`src/rtl/brd_sysctl_pkg.sv`:
```
package brd_sysctl_pkg;

  localparam int unsigned WIN_AW   = 12;
  localparam int unsigned LOCK_W   = 16;
  localparam int unsigned LOCK_TOP = 15;
  localparam int unsigned RST_BIT  = 8;
  localparam int unsigned N_CFG    = 2;
  localparam int unsigned N_FLAG   = 2;

  localparam logic [31:0]       ID_WORD   = 32'h4100_7004;
  localparam logic [31:0]       PCI_WORD  = 32'h0000_0001;
  localparam logic [31:0]       CLCD_WORD = 32'h0000_1000;
  localparam logic [LOCK_W-1:0] LOCK_KEY  = 16'hA05F;

  localparam logic [WIN_AW-1:0] OFS_ID     = 12'h000;
  localparam logic [WIN_AW-1:0] OFS_LED    = 12'h008;
  localparam logic [WIN_AW-1:0] OFS_LOCK   = 12'h020;
  localparam logic [WIN_AW-1:0] OFS_CFG0   = 12'h028;
  localparam logic [WIN_AW-1:0] OFS_CFG1   = 12'h02C;
  localparam logic [WIN_AW-1:0] OFS_FLGSET = 12'h030;
  localparam logic [WIN_AW-1:0] OFS_FLGCLR = 12'h034;
  localparam logic [WIN_AW-1:0] OFS_NVSET  = 12'h038;
  localparam logic [WIN_AW-1:0] OFS_NVCLR  = 12'h03C;
  localparam logic [WIN_AW-1:0] OFS_RSTCTL = 12'h040;
  localparam logic [WIN_AW-1:0] OFS_PCI    = 12'h044;
  localparam logic [WIN_AW-1:0] OFS_CLCD   = 12'h050;

  typedef enum logic [3:0] {
    SEL_NONE,
    SEL_ID,
    SEL_LED,
    SEL_LOCK,
    SEL_CFG0,
    SEL_CFG1,
    SEL_FLGSET,
    SEL_FLGCLR,
    SEL_NVSET,
    SEL_NVCLR,
    SEL_RSTCTL,
    SEL_PCI,
    SEL_CLCD
  } reg_sel_e;

endpackage

```
`src/rtl/brd_sysctl_decode.sv`:
```
module brd_sysctl_decode
  import brd_sysctl_pkg::*;
#(
  parameter int unsigned AW = WIN_AW
) (
  input  logic [AW-1:0] addr_i,
  output reg_sel_e      sel_o
);

  localparam int unsigned WAW = AW - 2;

  logic [WAW-1:0] widx;
  assign widx = addr_i[AW-1:2];

  always_comb begin
    sel_o = SEL_NONE;
    if      (widx == WAW'(OFS_ID     >> 2)) sel_o = SEL_ID;
    else if (widx == WAW'(OFS_LED    >> 2)) sel_o = SEL_LED;
    else if (widx == WAW'(OFS_LOCK   >> 2)) sel_o = SEL_LOCK;
    else if (widx == WAW'(OFS_CFG0   >> 2)) sel_o = SEL_CFG0;
    else if (widx == WAW'(OFS_CFG1   >> 2)) sel_o = SEL_CFG1;
    else if (widx == WAW'(OFS_FLGSET >> 2)) sel_o = SEL_FLGSET;
    else if (widx == WAW'(OFS_FLGCLR >> 2)) sel_o = SEL_FLGCLR;
    else if (widx == WAW'(OFS_NVSET  >> 2)) sel_o = SEL_NVSET;
    else if (widx == WAW'(OFS_NVCLR  >> 2)) sel_o = SEL_NVCLR;
    else if (widx == WAW'(OFS_RSTCTL >> 2)) sel_o = SEL_RSTCTL;
    else if (widx == WAW'(OFS_PCI    >> 2)) sel_o = SEL_PCI;
    else if (widx == WAW'(OFS_CLCD   >> 2)) sel_o = SEL_CLCD;
  end

endmodule

```
`src/rtl/brd_sysctl_setclr.sv`:
```
module brd_sysctl_setclr #(
  parameter int unsigned DW = 32
) (
  input  logic          clk_i,
  input  logic          rst_ni,
  input  logic          set_i,
  input  logic          clr_i,
  input  logic [DW-1:0] data_i,
  output logic [DW-1:0] q_o
);

  logic [DW-1:0] q_q;

  always_ff @(posedge clk_i or negedge rst_ni) begin
    if (!rst_ni)    q_q <= '0;
    else if (set_i) q_q <= q_q | data_i;
    else if (clr_i) q_q <= q_q & ~data_i;
  end

  assign q_o = q_q;

  // share this cell
  assert_set_R5: assert property (@(posedge clk_i) disable iff (!rst_ni)
    set_i |=> ((q_o & $past(data_i)) == $past(data_i)));
  assert_clr_R5: assert property (@(posedge clk_i) disable iff (!rst_ni)
    (clr_i && !set_i) |=> ((q_o & $past(data_i)) == '0));
  assert_hold_R6: assert property (@(posedge clk_i) disable iff (!rst_ni)
    (!set_i && !clr_i) |=> $stable(q_o));

endmodule

```
`src/rtl/brd_sysctl_guard.sv`:
```
module brd_sysctl_guard
  import brd_sysctl_pkg::*;
#(
  parameter int unsigned DW = 32
) (
  input  logic              clk_i,
  input  logic              rst_ni,
  input  logic              lock_we_i,
  input  logic              rst_we_i,
  input  logic [DW-1:0]     wdata_i,
  output logic [LOCK_W-1:0] lock_o,
  output logic [DW-1:0]     rstctl_o,
  output logic              rst_req_o
);

  logic [LOCK_W-1:0] lock_q, lock_nxt;
  logic [DW-1:0]     rstctl_q;
  logic              req_q;
  logic              unlocked;

  assign unlocked = (lock_q == LOCK_KEY);

  always_comb begin
    lock_nxt = wdata_i[LOCK_W-1:0];
    if (wdata_i != DW'(LOCK_KEY)) lock_nxt[LOCK_TOP] = 1'b0;
  end

  always_ff @(posedge clk_i or negedge rst_ni) begin
    if (!rst_ni) begin
      lock_q   <= '0;
      rstctl_q <= '0;
      req_q    <= 1'b0;
    end else begin
      if (lock_we_i) lock_q <= lock_nxt;
      if (rst_we_i && unlocked) rstctl_q <= wdata_i;
      req_q <= rst_we_i && unlocked && wdata_i[RST_BIT];
    end
  end

  assign lock_o    = lock_q;
  assign rstctl_o  = rstctl_q;
  assign rst_req_o = req_q;

  // only the exact key can leave the top lock bit set
  assert_key_only_R3: assert property (@(posedge clk_i) disable iff (!rst_ni)
    lock_o[LOCK_TOP] |-> (lock_o == LOCK_KEY));
  assert_locked_hold_R7: assert property (@(posedge clk_i) disable iff (!rst_ni)
    (lock_o != LOCK_KEY) |=> $stable(rstctl_o));
  assert_pulse_cause_R8: assert property (@(posedge clk_i) disable iff (!rst_ni)
    (rst_we_i && (lock_o == LOCK_KEY) && wdata_i[RST_BIT]) |=> rst_req_o);
  assert_pulse_only_R8: assert property (@(posedge clk_i) disable iff (!rst_ni)
    rst_req_o |-> $past(rst_we_i && wdata_i[RST_BIT]));
  assert_pulse_keeps_R8: assert property (@(posedge clk_i) disable iff (!rst_ni)
    rst_req_o |-> (rstctl_o[RST_BIT] == 1'b1));

endmodule

```
`src/rtl/brd_sysctl.sv`:
```
module brd_sysctl
  import brd_sysctl_pkg::*;
#(
  parameter int unsigned AW = WIN_AW,
  parameter int unsigned DW = 32
) (
  input  logic          clk_i,
  input  logic          rst_ni,
  input  logic          sel_i,
  input  logic          we_i,
  input  logic [AW-1:0] addr_i,
  input  logic [DW-1:0] wdata_i,
  output logic [DW-1:0] rdata_o,
  output logic          board_rst_req_o
);

  reg_sel_e          rsel;
  logic              wr, rd;
  logic [DW-1:0]     led_q;
  logic [DW-1:0]     cfg_q  [N_CFG];
  logic [DW-1:0]     flag_q [N_FLAG];
  logic [LOCK_W-1:0] lock_w;
  logic [DW-1:0]     rstctl_w;
  logic [DW-1:0]     rd_mux;
  logic [DW-1:0]     rdata_q;

  assign wr = sel_i & we_i;
  assign rd = sel_i & ~we_i;

  brd_sysctl_decode #(.AW(AW)) u_decode (
    .addr_i (addr_i),
    .sel_o  (rsel)
  );

  always_ff @(posedge clk_i or negedge rst_ni) begin
    if (!rst_ni)                    led_q <= '0;
    else if (wr && rsel == SEL_LED) led_q <= wdata_i;
  end

  for (genvar i = 0; i < N_CFG; i++) begin : g_cfg
    localparam reg_sel_e CODE = (i == 0) ? SEL_CFG0 : SEL_CFG1;
    always_ff @(posedge clk_i or negedge rst_ni) begin
      if (!rst_ni)                 cfg_q[i] <= '0;
      else if (wr && rsel == CODE) cfg_q[i] <= wdata_i;
    end
  end

  // index 0: primary flags, index 1: secondary flags
  for (genvar i = 0; i < N_FLAG; i++) begin : g_flag
    localparam reg_sel_e SET_CODE = (i == 0) ? SEL_FLGSET : SEL_NVSET;
    localparam reg_sel_e CLR_CODE = (i == 0) ? SEL_FLGCLR : SEL_NVCLR;
    brd_sysctl_setclr #(.DW(DW)) u_flags (
      .clk_i  (clk_i),
      .rst_ni (rst_ni),
      .set_i  (wr && rsel == SET_CODE),
      .clr_i  (wr && rsel == CLR_CODE),
      .data_i (wdata_i),
      .q_o    (flag_q[i])
    );
  end

  brd_sysctl_guard #(.DW(DW)) u_guard (
    .clk_i     (clk_i),
    .rst_ni    (rst_ni),
    .lock_we_i (wr && rsel == SEL_LOCK),
    .rst_we_i  (wr && rsel == SEL_RSTCTL),
    .wdata_i   (wdata_i),
    .lock_o    (lock_w),
    .rstctl_o  (rstctl_w),
    .rst_req_o (board_rst_req_o)
  );

  always_comb begin
    case (rsel)
      SEL_ID:     rd_mux = DW'(ID_WORD);
      SEL_LED:    rd_mux = led_q;
      SEL_LOCK:   rd_mux = DW'(lock_w);
      SEL_CFG0:   rd_mux = cfg_q[0];
      SEL_CFG1:   rd_mux = cfg_q[1];
      SEL_FLGSET: rd_mux = flag_q[0];
      SEL_NVSET:  rd_mux = flag_q[1];
      SEL_RSTCTL: rd_mux = rstctl_w;
      SEL_PCI:    rd_mux = DW'(PCI_WORD);
      SEL_CLCD:   rd_mux = DW'(CLCD_WORD);
      default:    rd_mux = '0;
    endcase
  end

  always_ff @(posedge clk_i or negedge rst_ni) begin
    if (!rst_ni)  rdata_q <= '0;
    else if (rd)  rdata_q <= rd_mux;
  end

  assign rdata_o = rdata_q;

  assert_id_read_R1: assert property (@(posedge clk_i) disable iff (!rst_ni)
    (rd && addr_i[AW-1:2] == '0) |=> (rdata_o == DW'(ID_WORD)));
  assert_rdata_hold_R11: assert property (@(posedge clk_i) disable iff (!rst_ni)
    !rd |=> $stable(rdata_o));
  assert_led_write_R2: assert property (@(posedge clk_i) disable iff (!rst_ni)
    (wr && rsel == SEL_LED) |=> (led_q == $past(wdata_i)));

endmodule

```
`config.mk`:
```
export PLATFORM = sky130hd
export DESIGN_NAME = brd_sysctl
export DESIGN_NICKNAME = d
export VERILOG_FILES = /design/src/rtl/brd_sysctl_pkg.sv /design/src/rtl/brd_sysctl_decode.sv /design/src/rtl/brd_sysctl_setclr.sv /design/src/rtl/brd_sysctl_guard.sv /design/src/rtl/brd_sysctl.sv
export SDC_FILE = /design/constraint.sdc
export NUM_CORES = 1
export LEC_CHECK = 0
export CAP_MARGIN = 20
export CORE_UTILIZATION = 35
export DETAILED_ROUTE_END_ITERATION = 16
export RECOVER_POWER = 25
export SLEW_MARGIN = 10
export SYNTH_ARGS = -nofsm -noshare
export SYNTH_HDL_FRONTEND = slang
export SYNTH_SLANG_ARGS = --single-unit
export TNS_END_PERCENT = 30
```
`constraint.sdc`:
```
create_clock -name clk_i -period 3.1 [get_ports clk_i]
set_clock_uncertainty 0.05 [all_clocks]
set_input_delay 0.31 -clock clk_i [delete_from_list [all_inputs] [get_ports clk_i]]
set_output_delay 0.31 -clock clk_i [all_outputs]
set_load 0.01 [all_outputs]
```
==> impl_metrics.env, run 1 <==
export IMPL_antenna_found_initial=0
export IMPL_status="finished, violations left"
export IMPL_reg2reg_depth=6
export IMPL_end_kind="register"
export IMPL_clk_path_buf_depth=3
export IMPL_fin_setup_tns_ns=0
export IMPL_ant_nets=0
export IMPL_grt_pass1_vias=8808
export IMPL_wirelength_um=33400
export IMPL_cp_max_fo=13
export IMPL_viasPerCell=5.71
export IMPL_fin_nets=1163
export IMPL_numPlacedInstances=1489
export IMPL_htreeDepth=1
export IMPL_fmax_mhz=386
export IMPL_r2r_end="u_guard.rstctl_o[8]$_DFFE_PN0P_"
export IMPL_clock_latency_ns=0.53
export IMPL_cellPowerDensity_nw_per_um2=473
export IMPL_core_um2=31600
export IMPL_postLayoutCellArea_um2=13700
export IMPL_synth_cell_type_count=59
export IMPL_yosysSeqAreaShare_pct=53.4
export IMPL_antenna_cells=0
export IMPL_cts_clk_slew_worst_paths_ns=0.06
export IMPL_path_cells="nor4bb_1 -> nand2_1 -> or4_1 -> nor3_2 -> buf_4 -> mux2_2"
export IMPL_avgSynthCellArea_um2=11.0
export IMPL_io_pins=81
export IMPL_fillerInstances=2925
export IMPL_setup_violations=0
export IMPL_synth_async_reset_ratio_pct=100
export IMPL_synth_edf_count=0
export IMPL_rrSetupSlack_ns=0.51
export IMPL_io_buffers=78
export IMPL_vias=8758
export IMPL_critical_path_class="reg -> reg"
export IMPL_violations="max-capacitance violations, max-slew violations"
export IMPL_worstMarginPinSlew_ns=1.56
export IMPL_critPathArrivalTime_ns=2.94
export IMPL_cts_tree="done"
export IMPL_hold_path_depth=4
export IMPL_cts_root_buffer="clkbuf_16"
export IMPL_fin_cells=1535
export IMPL_dp_hpwl_um=21800
export IMPL_critPathBufInv=1
export IMPL_ctsHoldBuffers=1
export IMPL_holdPathEnd="u_guard.rst_req_o$_DFF_PN0_"
export IMPL_num_rows=65
export IMPL_grt_pass1_wl_um=52200
export IMPL_syn_to_final_growth_pct=21.7
export IMPL_initial_core_util_pct=35.7
export IMPL_cts_setup_buffers=0
export IMPL_die_w_um=182
export IMPL_drc=0
export IMPL_cp_start_kind="register"
export IMPL_die_area_um2=33000
export IMPL_cp_slowest_cell="or4_1"
export IMPL_syn_num_nets=1070
export IMPL_post_dp_cell_area_um2=12900
export IMPL_drtPass1Iterations=8
export IMPL_leakage_nw=6.10
export IMPL_drt_initial_drc_count=876
export IMPL_overflow=0
export IMPL_worstHoldStart="addr_i[3]"
export IMPL_avgRoutedWirePerCell_um=21.7
export IMPL_cts_resized=0
export IMPL_ir_drop_mv=0.324
export IMPL_grt_max_degree=92
export IMPL_die_h_um=182
export IMPL_ys_seq_elements=241
export IMPL_maxSlewViolCount=63
export IMPL_finalHoldViolations=0
export IMPL_max_slew_margin_rel_pct=-3.72
export IMPL_synthCells=1022
export IMPL_clock_sinks=241
export IMPL_ys_warn_count=0
export IMPL_fin_hold_ws_ns=0.228
export IMPL_drive_gt1_share_pct=19.9
export IMPL_required_ns=3.45
export IMPL_period_minus_slack_ns=2.59
export IMPL_r2r_start="u_guard.lock_o[7]$_DFFE_PN0P_"
export IMPL_syn_cell_area_um2=11300
export IMPL_cts_inserted_buffers=25
export IMPL_grt_usage_pct=20.4
export IMPL_hp_class="in -> reg"
export IMPL_synth_ff_type="dfrtp_1"
export IMPL_place_congestion=0.843
export IMPL_rsz0062_at_grt="false"
export IMPL_critPathMaxStageDelay_ns=0.61
export IMPL_critPathTopFamily="simple AND/OR/NAND/NOR gates"
export IMPL_fin_crit_sh_pct=83.5
export IMPL_max_cap_violations=1
-- report_power, final --
group	switching (mW)	internal (mW)	total, mW
clock	1.25	1.71	2.96
sequential	0.0117	3.17	3.18
combinational	0.244	0.119	0.363
-- how the worst max path moves through the flow --
stage / startpoint / endpoint / slack (ns) / depth (start not counted)
after CTS: u_guard.lock_o[7]$_DFFE_PN0P_ / u_guard.rstctl_o[8]$_DFFE_PN0P_ / 0.50 / 6
after global routing: rst_ni / led_q[17]$_DFFE_PN0P_ / 0.24 / 3
after floorplan: addr_i[7] / cfg_q[10]$_DFFE_PN0P_ / 0.57 / 8
after detailed placement: addr_i[7] / cfg_q[2]$_DFFE_PN0P_ / 0.08 / 7
final: u_guard.lock_o[7]$_DFFE_PN0P_ / u_guard.rstctl_o[8]$_DFFE_PN0P_ / 0.51 / 6
after global placement: addr_i[7] / cfg_q[0]$_DFFE_PN0P_ / 0.1 / 7
-- cells by family (layout without fill, tap and decap cells) --
group	after synthesis	after routing	share of synthesized area [%]
buffers and inverters	112	223	4.29
AO/OA/AOI/OAI	265	265	16.2
XOR/XNOR	2	2	0.155
flip-flops	241	241	53.4
multiplexers	139	139	13.7
AND/OR/NAND/NOR	263	263	12.2
-- per-layer routing --
| metal | GRT usage (%) | up-vias | wire length [um] |
|---|---|---|---|
| li1 | - | 3975 | - |
| met3 | 2.41 | 76 | 1820 |
| met4 | 7.42 | 0 | 1110 |
| met2 | 32.9 | 283 | 15400 |
| met1 | 28.1 | 4424 | 15100 |
| met5 | 0 | - | 0 |
-- final cells by class --
type / count / area (um2) / share of cell area [%]
multi-input cells: 669 / 4850 / 35.3
well taps: 402 / 503 / 3.66
clock inverters: 7 / 65.1 / 0.474
clock buffers: 38 / 734 / 5.35
flip-flops and latches: 241 / 6030 / 43.9
inverters: 32 / 120 / 0.875
repair buffers: 146 / 1420 / 10.4
-- metrics by stage --
stage | setup WS, ns | total power, mW | util, %
CTS | 0.495 | 6.56 | 43.4
global route | 0.238 | 6.72 | 43.4
finish | 0.510 | 6.50 | 43.4
global placement | 0.0955 | 3.60 | 40.9
detailed placement | 0.0772 | 3.60 | 40.9
floorplan | 0.575 | 3.35 | -
-- Yosys cell counts (all sizes together) (11+ instances only) --
| master | n | area, um2 |
|---|---|---|
| a21oi | 48 | 240 |
| a222oi | 24 | 240 |
| a22o | 49 | 429 |
| a22oi | 18 | 135 |
| a31oi | 11 | 68.8 |
| buf | 25 | 158 |
| clkbuf | 55 | 206 |
| dfrtp | 241 | 6030 |
| inv | 32 | 120 |
| mux2 | 128 | 1440 |
| mux2i | 11 | 110 |
| nand2 | 83 | 312 |
| nand3 | 62 | 315 |
| nor2 | 39 | 146 |
| nor4 | 14 | 93.8 |
| o21ai | 74 | 370 |
-- cells in the final DEF (no fill, tap or decap), drive strengths merged, types with 3 or more instances in the layout --
master | Yosys | routed
a31oi | 11 | 11
a221oi | 6 | 6
nand3b | 3 | 3
clkbuf | 55 | 39
and3 | 4 | 4
mux2i | 11 | 11
or4 | 6 | 6
nor2 | 39 | 39
a211oi | 9 | 9
a222oi | 24 | 24
nand2 | 83 | 83
a22o | 49 | 49
nor3 | 9 | 9
nor4b | 7 | 7
buf | 25 | 69
clkdlybuf4s50 | 0 | 75
a21oi | 48 | 48
nor3b | 3 | 3
dfrtp | 241 | 241
nor4 | 14 | 14
nand3 | 62 | 62
clkinv | 0 | 4
a2bb2oi | 4 | 4
o211ai | 7 | 7
a22oi | 18 | 18
mux2 | 128 | 128
nand2b | 9 | 9
a21o | 9 | 9
nand4 | 9 | 9
inv | 32 | 32
o21ai | 74 | 74
-- worst reg2reg max path, delay by kind of cell, from the launching register on --
family | cells | cell delay (ns)
flip-flops | 1 | 0.42
buffers and inverters | 1 | 0.30
AND/OR/NAND/NOR | 4 | 1.33
multiplexers | 1 | 0.37
Note: power is estimated with default switching activity, not from simulation.
==> inputs of run 2 (changes only) <==
==> constraint.sdc (replaced) <==
create_clock -name clk_i -period 2.4 [get_ports clk_i]
set_clock_uncertainty 0.05 [all_clocks]
set_input_delay 0.24 -clock clk_i [delete_from_list [all_inputs] [get_ports clk_i]]
set_output_delay 0.24 -clock clk_i [all_outputs]
set_load 0.01 [all_outputs]
==> impl_metrics.env, run 2 (same netlist as run 1, synthesis figures left out) <==
export IMPL_status="finished, violations left"
export IMPL_violations="max-capacitance violations, max-slew violations, negative setup slack"
export IMPL_leakage_nw=6.56
export IMPL_cts_clk_slew_worst_paths_ns=0.06
export IMPL_fmax_mhz=414
export IMPL_end_kind="register"
export IMPL_dp_hpwl_um=23100
export IMPL_place_congestion=0.860
export IMPL_overflow=0
export IMPL_fin_crit_sh_pct=101
export IMPL_cp_start_kind="register"
export IMPL_final_cell_mix="dfrtp_1, buf_4, nand2_1, mux2_2, clkdlybuf4s50_1"
export IMPL_critPathArrivalTime_ns=2.77
export IMPL_viasPerCell=5.65
export IMPL_cts_root_buffer="clkbuf_16"
export IMPL_drive_gt1_share_pct=25.0
export IMPL_initial_core_util_pct=35.7
export IMPL_max_slew_margin_rel_pct=-0.823
export IMPL_io_pins=81
export IMPL_clk_path_buf_depth=3
export IMPL_max_cap_violations=1
export IMPL_r2r_end="u_guard.rstctl_o[17]$_DFFE_PN0P_"
export IMPL_htreeDepth=1
export IMPL_worstHoldStart="addr_i[4]"
export IMPL_core_um2=31600
export IMPL_reg2reg_depth=7
export IMPL_die_area_um2=33000
export IMPL_numPlacedInstances=1552
export IMPL_critical_path_class="reg -> reg"
export IMPL_ir_drop_mv=0.461
export IMPL_drt_initial_drc_count=852
export IMPL_finalHoldViolations=0
export IMPL_vias=9059
export IMPL_ant_nets=0
export IMPL_period_minus_slack_ns=2.41
export IMPL_final_common_cell="dfrtp_1"
export IMPL_antenna_cells=0
export IMPL_wirelength_um=34800
export IMPL_r2r_start="u_guard.lock_o[7]$_DFFE_PN0P_"
export IMPL_fin_nets=1229
export IMPL_clock_latency_ns=0.54
export IMPL_io_buffers=78
export IMPL_drc=0
export IMPL_fin_hold_ws_ns=0.289
export IMPL_hp_class="in -> reg"
export IMPL_die_h_um=182
export IMPL_rrSetupSlack_ns=-0.01
export IMPL_grt_max_degree=82
export IMPL_avgRoutedWirePerCell_um=21.7
export IMPL_layout_setup_ws_ns=-0.0130
export IMPL_final_util_pct=46.0
export IMPL_setup_violations=7
export IMPL_antenna_found_initial=0
export IMPL_cp_max_fo=11
export IMPL_fin_cells=1603
export IMPL_maxSlewViolCount=24
export IMPL_cts_tree="done"
export IMPL_post_place_ws_ns=-0.481
export IMPL_drtPass1Iterations=5
export IMPL_grt_pass1_wl_um=54600
export IMPL_worstMarginPinSlew_ns=1.51
export IMPL_num_rows=65
export IMPL_hold_path_depth=5
export IMPL_startpoint="u_guard.lock_o[7]$_DFFE_PN0P_"
export IMPL_die_w_um=182
export IMPL_syn_to_final_growth_pct=28.8
export IMPL_required_ns=2.76
export IMPL_holdPathEnd="u_guard.rst_req_o$_DFF_PN0_"
export IMPL_cts_inserted_buffers=26
export IMPL_cellPowerDensity_nw_per_um2=626
export IMPL_clock_sinks=241
export IMPL_rsz0062_at_grt="true"
export IMPL_grt_pass1_vias=9182
export IMPL_grt_usage_pct=21.5
==> run 2: worst max path at each step <==
stage	endpoint	slack, ns	cells past startpoint
2_1_floorplan	cfg_q[10]$_DFFE_PN0P_	0.004	8
3_3_place_gp	register	-0.47	8
3_5_place_dp	register	-0.48	8
4_1_cts	u_guard.rstctl_o[21]$_DFFE_PN0P_	-0.03	7
5_1_grt	u_guard.rstctl_o[31]$_DFFE_PN0P_	-0.05	7
6_report	u_guard.rstctl_o[17]$_DFFE_PN0P_	-0.01	7
==> run 2: layout make-up <==
| class | instances | area [um2] |
|---|---|---|
| multi-input cells | 669 | 4930 |
| repair buffers | 211 | 2000 |
| inverters | 32 | 120 |
| flip-flops and latches | 241 | 6030 |
| well taps | 402 | 503 |
| fillers | 2869 | 17100 |
| clock buffers | 38 | 777 |
| clock inverters | 10 | 181 |
==> run 2: worst max-delay path, cell delays in order, from the launching register on <==
cell and delay (ns):
dfrtp_1 0.42, nor4bb_1 0.34, nand2_1 0.10, or4_4 0.56, nor3_4 0.17, buf_6 0.15
buf_12 0.15, mux2_2 0.34
==> run 2: metal layers <==
layer	global-route usage, %	wire length, um
met5	0	0
met4	6.37	819
met3	2.65	1880
met2	34.1	16000
met1	30.6	16000
==> run 2: metrics by stage <==
stage / TNS [ns] / cell area (um2) / total power [mW]
after floorplan: 0 / 11300 / 4.34
after global placement: -69.04 / 13500 / 4.72
after detailed placement: -74.04 / 13500 / 4.72
after CTS: -0.308 / 14500 / 9.19
after global routing: -0.570 / 14500 / 9.40
final: -0.0766 / 14500 / 9.10
==> run 2: repair_timing <==
action                                  in CTS  in global routing
setup buffers                                2                  0
hold buffers                                 1                  0
resized for setup                            8                 17
endpoints found under the setup margin      32                 64
endpoints found under the hold margin      241                  0
pin swaps                                    4                  2
gates cloned                                 1                  0
==> run 2: report_power, final <==
part           total [mW]  switching (mW)  internal, mW
logic               0.538           0.332         0.205
registers            4.10          0.0154          4.09
clock network        4.46            1.68          2.78
total                9.10            2.03          7.08
==> inputs of run 3 (changes only) <==
--- a/config.mk
+++ b/config.mk
@@ -5,10 +5,12 @@
 export SDC_FILE = /design/constraint.sdc
 export NUM_CORES = 1
 export LEC_CHECK = 0
+export ABC_AREA = 1
 export CAP_MARGIN = 20
 export CORE_UTILIZATION = 35
 export DETAILED_ROUTE_END_ITERATION = 16
 export RECOVER_POWER = 25
+export REMOVE_ABC_BUFFERS = 1
 export SLEW_MARGIN = 10
 export SYNTH_ARGS = -nofsm -noshare
 export SYNTH_HDL_FRONTEND = slang
==> constraint.sdc (replaced) <==
create_clock -name clk_i -period 2.4 [get_ports clk_i]
set_clock_uncertainty 0.05 [all_clocks]
set_input_delay 0.24 -clock clk_i [delete_from_list [all_inputs] [get_ports clk_i]]
set_output_delay 0.24 -clock clk_i [all_outputs]
set_load 0.005 [all_outputs]
==> impl_metrics.env, run 3 <==
export IMPL_ir_drop_mv=0.510
export IMPL_cellPowerDensity_nw_per_um2=623
export IMPL_status="finished clean"
export IMPL_fmax_mhz=504
export IMPL_overflow=0
export IMPL_startpoint="addr_i[10]"
export IMPL_synth_edf_count=0
export IMPL_drc=0
export IMPL_synth_async_reset_ratio_pct=100
export IMPL_htreeDepth=1
export IMPL_cp_max_fo=17
export IMPL_fin_crit_sh_pct=82.7
export IMPL_ys_seq_elements=241
export IMPL_cts_resized=0
export IMPL_synth_common_cells="nand2_1, dfrtp_1, o21ai_0"
export IMPL_place_congestion=0.856
export IMPL_final_common_cell="nand2_1"
export IMPL_fin_nets=1523
export IMPL_fin_hold_ws_ns=0.181
export IMPL_cts_clk_slew_worst_paths_ns=0.06
export IMPL_maxSlewViolCount=0
export IMPL_drt_initial_drc_count=730
export IMPL_syn_cell_area_um2=11300
export IMPL_die_area_um2=33100
export IMPL_final_cell_mix="nand2_1, dfrtp_1, o21ai_0"
export IMPL_r2r_start="u_guard.lock_o[9]$_DFFE_PN0P_"
export IMPL_critical_path_class="in -> reg"
export IMPL_leakage_nw=6.84
export IMPL_end_kind="register"
export IMPL_vias=9501
export IMPL_avgRoutedWirePerCell_um=17.1
export IMPL_drive_gt1_share_pct=15.3
export IMPL_syn_to_final_growth_pct=23.8
export IMPL_cts_tree="done"
export IMPL_dp_hpwl_um=21300
export IMPL_fin_setup_tns_ns=0
export IMPL_clk_path_buf_depth=3
export IMPL_clock_latency_ns=0.54
export IMPL_rsz0062_at_grt="false"
export IMPL_max_cap_violations=0
export IMPL_cts_setup_buffers=0
export IMPL_final_util_pct=44.2
export IMPL_antenna_found_initial=0
export IMPL_synthCells=1350
export IMPL_hp_class="in -> async"
export IMPL_ant_nets=0
export IMPL_power_frac_comb_pct=4.6
export IMPL_yosysSeqAreaShare_pct=53.2
export IMPL_max_slew_margin_rel_pct=18.4
export IMPL_cts_inserted_buffers=27
export IMPL_wirelength_um=32500
export IMPL_avgSynthCellArea_um2=8.39
export IMPL_setup_violations=0
export IMPL_drtPass1Iterations=5
export IMPL_p_clk_share_pct=48.3
export IMPL_critPathArrivalTime_ns=2.42
export IMPL_p_sw_mw=1.99
export IMPL_synth_ff_type="dfrtp_1"
export IMPL_synth_cell_type_count=34
export IMPL_grt_usage_pct=20.3
export IMPL_post_dp_cell_area_um2=13100
export IMPL_grt_pass1_vias=9515
export IMPL_period_minus_slack_ns=1.99
export IMPL_synthTopCellsByArea="dfrtp_1, nand2_1, o21ai_0"
export IMPL_core_um2=31700
export IMPL_viasPerCell=5.01
export IMPL_postLayoutCellArea_um2=14000
export IMPL_yosysTopAreaCell="dfrtp_1"
export IMPL_antenna_cells=0
export IMPL_ctsHoldBuffers=1
export IMPL_pwr_share_seq_pct=47.1
export IMPL_die_w_um=182
export IMPL_grt_max_degree=74
export IMPL_clock_sinks=241
export IMPL_ys_warn_count=0
export IMPL_finalHoldViolations=0
export IMPL_grt_pass1_wl_um=52900
export IMPL_cp_start_kind="primary input"
export IMPL_die_h_um=182
export IMPL_intPower_mw=6.74
export IMPL_initial_core_util_pct=35.7
export IMPL_num_rows=65
export IMPL_cts_root_buffer="clkbuf_16"
export IMPL_io_pins=81
export IMPL_synth_top_area_share_pct=53.2
export IMPL_required_ns=2.83
export IMPL_sw_frac_of_total_pct=22.8
export IMPL_worstMarginPinSlew_ns=1.22
export IMPL_yosysMostFrequentCell="nand2_1"
export IMPL_io_buffers=78
==> run 3: cell types whose count changed after synthesis, moves of 32 or more <==
cell     previous run  this run
mux2_1             32         0
o21ai_0            70       167
inv_1              32        97
o21ai_1             4        61
nor2_4              0        34
nand2_1            83       464
mux2_2             96         0
a22o_1             49        11
==> run 3: path summary, 6_finish.rpt <==
kind / to / slack [ns] / cells after the start
worst max register to register: u_guard.rstctl_o[19]$_DFFE_PN0P_ / 0.64 / 7
worst min-delay path: cfg_q[15]$_DFFE_PN0P_ / 0.18 / 2
min in group clk_i: register / 0.35 / 3
max in group asynchronous: rdata_o[0]$_DFFE_PN0P_ / 0.56 / 3
worst min register to register: rdata_o[3]$_DFFE_PN0P_ / 0.43 / 2
worst max-delay path: rdata_o[22]$_DFFE_PN0P_ / 0.41 / 15
==> run 3: metrics by stage <==
step,worst slack [ns],total power [mW],std cells
global placement,-0.131,4.59,1847
CTS,0.407,8.84,1898
global route,0.202,9.05,1898
finish,0.414,8.73,1898
floorplan,-0.183,4.31,1283
detailed placement,-0.128,4.60,1847
==> run 3: cell type report <==
cell class                      count  area (um2)
Fill cell                        3124       17700
Tap cell                          402         503
Timing Repair Buffer              163        1600
Clock inverter                     17         175
Multi-Input combinational cell    932        4570
Clock buffer                       33         738
Sequential cell                   241        6030
Inverter                          110         413
==> run 3: logic make-up after synthesis <==
group	Yosys count	share of synthesized area [%]
AND/OR/NAND/NOR	641	26.1
flip-flops	241	53.2
AO/OA/AOI/OAI	291	14.1
buffers and inverters	177	6.55
==> run 3: worst max-delay path, cell delays in order <==
cell,delay (ns)
clkdlybuf4s50_1,0.54
inv_2,0.05
nand2_2,0.11
nor2_2,0.07
buf_4,0.14
nand3_1,0.12
nand3_1,0.10
nor2_2,0.20
nand2_2,0.12
nor2_2,0.20
buf_12,0.21
nand2_1,0.07
nand4_1,0.11
nand2_1,0.06
nand2_1,0.07
==> run 3: power groups by stage <==
stage,Combinational [mW],Sequential (mW),Clock [mW]
after floorplan,0.130,4.18,0
after global placement,0.409,4.18,0
after detailed placement,0.411,4.19,0
after CTS,0.415,4.11,4.31
after global routing,0.445,4.11,4.49
final,0.400,4.11,4.22
==> run 3: routing by layer <==
layer  share of wire (%)  routed length [um]  GRT usage, %
met1                  46               15100          27.8
met2                  47               15300          34.1
met3                 4.6                1500          2.39
met4                 2.0                 650          4.97
met5                   0                   0             0
